`src/rtl/mpool_pkg.sv`:
```
package mpool_pkg;
  localparam int LANES = 4;
  localparam int PAIRS = LANES * (LANES - 1) / 2;

  // lower lane of pair k, pairs enumerated (0,1)(0,2)(0,3)(1,2)(1,3)(2,3)
  function automatic int pair_lo(input int k);
    if (k < 3) return 0;
    else if (k < 5) return 1;
    else return 2;
  endfunction

  function automatic int pair_hi(input int k);
    if (k < 3) return k + 1;
    else if (k < 5) return k - 1;
    else return 3;
  endfunction
endpackage

```
`src/rtl/mpool_sign_code.sv`:
```
module mpool_sign_code
  import mpool_pkg::*;
#(
  parameter int W = 8
) (
  input  logic                 clk,
  input  logic                 rst,
  input  logic                 en,
  input  logic [LANES*W-1:0]   vals,
  output logic [PAIRS-1:0]     code
);
  localparam int DW = W + 1;
  logic [PAIRS-1:0] code_d;

  // bit k set means the higher lane of pair k is strictly larger
  for (genvar k = 0; k < PAIRS; k++) begin : g_pair
    localparam int LO = pair_lo(k);
    localparam int HI = pair_hi(k);
    logic signed [DW-1:0] a_ext, b_ext, diff;
    assign a_ext  = $signed({vals[LO*W+W-1], vals[LO*W +: W]});
    assign b_ext  = $signed({vals[HI*W+W-1], vals[HI*W +: W]});
    assign diff   = a_ext - b_ext;
    assign code_d[k] = diff[DW-1];
  end

  always_ff @(posedge clk) begin
    if (rst) code <= '0;
    else if (en) code <= code_d;
  end
endmodule

```
`src/rtl/mpool_code_decode.sv`:
```
module mpool_code_decode
  import mpool_pkg::*;
(
  input  logic [PAIRS-1:0] code,
  output logic [LANES-1:0] onehot,
  output logic [1:0]       lane
);
  always_comb begin
    onehot[0] = ~code[0] & ~code[1] & ~code[2];
    onehot[1] =  code[0] & ~code[3] & ~code[4];
    onehot[2] =  code[1] &  code[3] & ~code[5];
    onehot[3] =  code[2] &  code[4] &  code[5];
    lane = 2'd0;
    for (int i = LANES - 1; i > 0; i--)
      if (onehot[i]) lane = 2'(i);
  end
endmodule

```
`src/rtl/mpool_max4.sv`:
```
module mpool_max4
  import mpool_pkg::*;
#(
  parameter int W  = 8,
  parameter int CW = 8
) (
  input  logic                clk,
  input  logic                rst,
  input  logic                in_valid,
  input  logic [LANES*W-1:0]  in_vals,
  input  logic [CW-1:0]       in_count,
  input  logic                in_relu,
  output logic                out_valid,
  output logic [W-1:0]        out_value,
  output logic [CW-1:0]       out_index
);
  localparam logic [W-1:0] VMIN = {1'b1, {(W-1){1'b0}}};
  localparam logic [CW-1:0] FIRST_N = CW'(LANES);
  localparam logic [CW-1:0] LATER_N = CW'(LANES - 1);

  // sequencing state
  logic          busy, run, relu_q;
  logic [CW-1:0] rem, base;
  // capture stage
  logic                 cap_v, cap_last;
  logic [LANES*W-1:0]   cap_vals;
  logic [LANES*CW-1:0]  cap_idx;
  // code stage
  logic                 s1_v, s1_last;
  logic [LANES*W-1:0]   s1_vals;
  logic [LANES*CW-1:0]  s1_idx;
  logic [PAIRS-1:0]     code;
  logic [LANES-1:0]     win_onehot;
  logic [1:0]           win_lane;
  // decode stage
  logic                 dec_v, dec_last;
  logic [W-1:0]         win_val;
  logic [CW-1:0]        win_idx;

  logic                 accept, nxt_last;
  logic [CW-1:0]        cnt_eff;
  logic [LANES*W-1:0]   nxt_vals;
  logic [LANES*CW-1:0]  nxt_idx;

  assign accept = in_valid & ~busy;

  always_comb begin
    cnt_eff  = (in_count == '0) ? CW'(1) : in_count;
    nxt_last = run ? (rem <= LATER_N) : (cnt_eff <= FIRST_N);
    for (int i = 0; i < LANES; i++) begin
      if (!run) begin
        nxt_vals[i*W +: W]   = (CW'(i) < cnt_eff) ? in_vals[i*W +: W] : VMIN;
        nxt_idx[i*CW +: CW]  = CW'(i);
      end else if (i == 0) begin
        nxt_vals[i*W +: W]   = win_val;
        nxt_idx[i*CW +: CW]  = win_idx;
      end else begin
        nxt_vals[i*W +: W]   = (CW'(i - 1) < rem) ? in_vals[i*W +: W] : VMIN;
        nxt_idx[i*CW +: CW]  = base + CW'(i - 1);
      end
    end
  end

  always_ff @(posedge clk) begin
    if (rst) begin
      busy <= 1'b0; run <= 1'b0; relu_q <= 1'b0;
      rem <= '0; base <= '0;
      cap_v <= 1'b0; cap_last <= 1'b0; cap_vals <= '0; cap_idx <= '0;
    end else begin
      cap_v <= accept;
      if (accept) begin
        busy     <= 1'b1;
        cap_vals <= nxt_vals;
        cap_idx  <= nxt_idx;
        cap_last <= nxt_last;
        if (!run) begin
          relu_q <= in_relu;
          if (!nxt_last) begin
            run  <= 1'b1;
            rem  <= cnt_eff - FIRST_N;
            base <= FIRST_N;
          end
        end else if (nxt_last) begin
          run <= 1'b0;
        end else begin
          rem  <= rem - LATER_N;
          base <= base + LATER_N;
        end
      end else if (s1_v) begin
        busy <= 1'b0;
      end
    end
  end

  mpool_sign_code #(.W(W)) u_code (
    .clk (clk), .rst (rst), .en (cap_v), .vals (cap_vals), .code (code)
  );

  mpool_code_decode u_dec (
    .code (code), .onehot (win_onehot), .lane (win_lane)
  );

  always_ff @(posedge clk) begin
    if (rst) begin
      s1_v <= 1'b0; s1_last <= 1'b0; s1_vals <= '0; s1_idx <= '0;
      dec_v <= 1'b0; dec_last <= 1'b0; win_val <= '0; win_idx <= '0;
      out_valid <= 1'b0; out_value <= '0; out_index <= '0;
    end else begin
      s1_v <= cap_v;
      if (cap_v) begin
        s1_vals <= cap_vals;
        s1_idx  <= cap_idx;
        s1_last <= cap_last;
      end
      dec_v <= s1_v;
      if (s1_v) begin
        win_val  <= s1_vals[win_lane*W +: W];
        win_idx  <= s1_idx[win_lane*CW +: CW];
        dec_last <= s1_last;
      end
      out_valid <= dec_v & dec_last;
      if (dec_v && dec_last) begin
        out_value <= (relu_q && win_val[W-1]) ? '0 : win_val;
        out_index <= win_idx;
      end
    end
  end
endmodule

```
`config.mk`:
```
export PLATFORM = sky130hd
export DESIGN_NAME = mpool_max4
export DESIGN_NICKNAME = d
export VERILOG_FILES = /design/src/rtl/mpool_pkg.sv /design/src/rtl/mpool_sign_code.sv /design/src/rtl/mpool_code_decode.sv /design/src/rtl/mpool_max4.sv
export SDC_FILE = /design/constraint.sdc
export NUM_CORES = 1
export LEC_CHECK = 0
export BUFFER_PORTS_ARGS = -buffer_cell sky130_fd_sc_hd__clkbuf_2
export CAP_MARGIN = 20
export CORE_UTILIZATION = 30
export CTS_CLUSTER_SIZE = 14
export DETAILED_ROUTE_END_ITERATION = 10
export SYNTH_ARGS = -nofsm -noshare
export SYNTH_HDL_FRONTEND = slang
export SYNTH_SLANG_ARGS = --single-unit
```
`constraint.sdc`:
```
create_clock -name clk -period 2 [get_ports clk]
set_input_delay 0.3 -clock clk [delete_from_list [all_inputs] [get_ports clk]]
set_output_delay 0.3 -clock clk [all_outputs]
set_load 0.02 [all_outputs]
```
==> reports/metrics.yaml <==
root_buffer: "clkbuf_16"
dp_slack_ps: 179
min_from: "in_vals[25]"
drt-total-wl_mm: 23.3
max_cap_violations: 0
finalSetupViolations: 0
cp.required_ps: 2360
num_rows: 62
stdcell_area_um2: 10200
final_core_utilization: 0.354
hold_path_depth: 2
ctsHoldBuffers: 0
clkSinkCount: 190
worstPathArrival_ps: 2140
skew_ps: 8.26
die_w_um: 173
htreeDepth: 4
yosys.area.top_type: "dfxtp_1"
placed_area_um2: 9580
critPathLaunchType: "flip-flop"
cp_slowest_cell: "dfxtp_1"
synth_top_area_share: 0.432
nets: 1118
worstPathCellList: "nand2b_2, buf_4, buf_4, o21ai_0, a21oi_1"
cts_buffers: 17
ys_types: 58
avgViaCountPerCell: 5.10
status: "finished, final reports clean"
gp_congestion: 0.846
core_area_um2: 28800
netlist_instances: 982
antenna_cells: 0
cts_buffer_depth: 2
syn_to_final_growth_pct: 15.6
ys_warn_count: 0
clk_pin_slew_worst_paths_ps: 80
grtUsageTotal: 0.157
fmax_mhz: 561
grt_pass1_wl_mm: 37.7
finalCriticalPeriod_ps: 1780
endpoint_kind: "flip-flop"
synth_area_leaders: "dfxtp_1 43%, mux2i_1 7.8%, ha_1 7.4%, nor2_1 6.5%, a21oi_1 3.2%"
grt_overflow: 0
slowest_delay_ps: 450
drtAntennaViolNets: 0
cts_setup_buffers: 0
path_max_fanout: 22
async_flop_share: 0
layout_common_cells: "189 x dfxtp_1, 152 x nor2_1, 69 x mux2i_1"
first_global_vias: 6828
crit_path_start: "busy"
ios: 61
p_leak_nw: 3.84
regToRegStartpoint: "busy"
drive_above_1_share: 0.133
firstDrtPassIters: 5
syn_avg_cell_area_um2: 8.96
vias: 7231
layout_commonest_cell: "dfxtp_1"
clk_latency_ps: 430
worst_pin_slew_ps: 673
ys_seq_area_frac: 0.432
path_common_cell: "buf_4"
start_util: 0.306
setup_tns_ps: 0
ys_seq_elements: 190
dieArea_um2: 30000
die_y_um: 173
synth_fp_nets: 1078
critPathKind: "flip-flop to flip-flop"
layout_setup_ws_ps: 217
timing.final.crit_share: 0.891
grt_start_max_net_pins: 96
hold_viol: 0
relSlewSlack: 0.549
dp_hpwl_mm: 16.3
cts_tree: "built"
drt-initial-drc-count: 719
antenna_found_initial: 0
port_buffers: 60
hold_class: "input pin to flip-flop"
route.detailed.drc: 0
syn_area_um2: 8800
ir_worst_vdd_mv: 0.498
power.density_nw_per_um2: 848
r2r_cells: 5
avgRoutedWirePerCell_um: 16.5
synthFlopType: "dfxtp_1"
ctsResizeCount: 0
synth_edf_count: 0
finalMaxSlewViolations: 0
grt_setup_unrepaired: "no"
stage by stage:
step	std cells	total power, mW	hold slack [ps]
after floorplan	982	4.88	409
after global placement	1387	5.23	437
after detailed placement	1387	5.25	446
after CTS	1419	8.70	67.9
after global routing	1419	9.01	69.1
final	1419	8.64	76.2
flip-flops by register name (all words and copies together), names as in the netlist, 6 cells and up:
signal and cells:
win_val 8, s1_idx 31, out_value 8, win_idx 8, u_code.code 6, base 8, s1_vals 32, cap_idx 31
rem 8, cap_vals 32, out_index 8
worst paths after layout:
path	endpoint	slack (ps)
worst max register to register	relu_q	220
worst min register to register	cap_idx[6]	450
worst min-delay path	cap_vals[25]	80
worst max-delay path	relu_q	220
cells in the mapped netlist (2+ instances only):
master       n
buf_2       14
and2_1       2
buf_4        3
mux2i_1     69
nand2_1     65
nor3_2       3
a22oi_1     18
a211oi_1     8
nor3_1      14
inv_1       39
o31a_1       2
a31oi_1     10
a21o_1      10
and3_1       8
xnor2_1      7
ha_1        52
xor2_1      11
nor2b_1      3
nand3_1     27
o21ai_1      3
a221oi_1     2
nor4_1       5
or3_1        6
o2111ai_1    2
a21oi_1     57
clkbuf_1    39
a22o_1       7
and3b_1      2
a21boi_0     4
nor2_1     152
o32ai_1     13
buf_1       13
nand4_1      5
nand2b_1    21
dfxtp_1    190
o21ai_0     28
a211oi_2     3
o221ai_1    30
a311oi_1    16
report_power, final:
part / internal [mW] / leakage, nW / switching (mW) / total (mW)
Sequential: 3.91 / 1.54 / 0.180 / 4.09
Combinational: 0.437 / 2.00 / 0.643 / 1.08
Clock: 1.81 / 0.292 / 1.66 / 3.47
Total: 6.16 / 3.84 / 2.48 / 8.64
layer usage:
metal  GRT usage  routed length [um]  share of wire  up-vias
met2       0.225                9760           0.42      195
li1            -                   -              -     3594
met1       0.237               12100           0.52     3423
met4      0.0435                 269          0.012        0
met5           0                   0              0        -
met3      0.0279                1180          0.051       19
critical path: cells and delay by family, from the launching register on:
family,cells,cell delay [ps]
buffers and inverters,2,680
AOI/OAI and AO/OA,2,280
DFF,1,450
and+or+nand+nor,1,310
cell families (layout without fill, tap and decap cells):
| group | Yosys count | count (layout) | share of synthesized area |
|---|---|---|---|
| AOI/OAI and AO/OA | 221 | 221 | 0.180 |
| xor gates and xnor gates | 18 | 18 | 0.0179 |
| muxes | 69 | 69 | 0.0785 |
| buffers and inverters | 110 | 163 | 0.0510 |
| adders and majority gates | 52 | 52 | 0.0739 |
| DFF | 190 | 190 | 0.432 |
| and+or+nand+nor | 322 | 322 | 0.167 |
area by class of cell:
type,count,area [um2]
timing repair buffer,91,577
clock inverter,13,171
tap,384,480
fill,2903,18600
multi-input combinational,682,4560
sequential,190,3810
clock buffer,19,433
inverter,40,150
(Power assumes the default switching activity.)
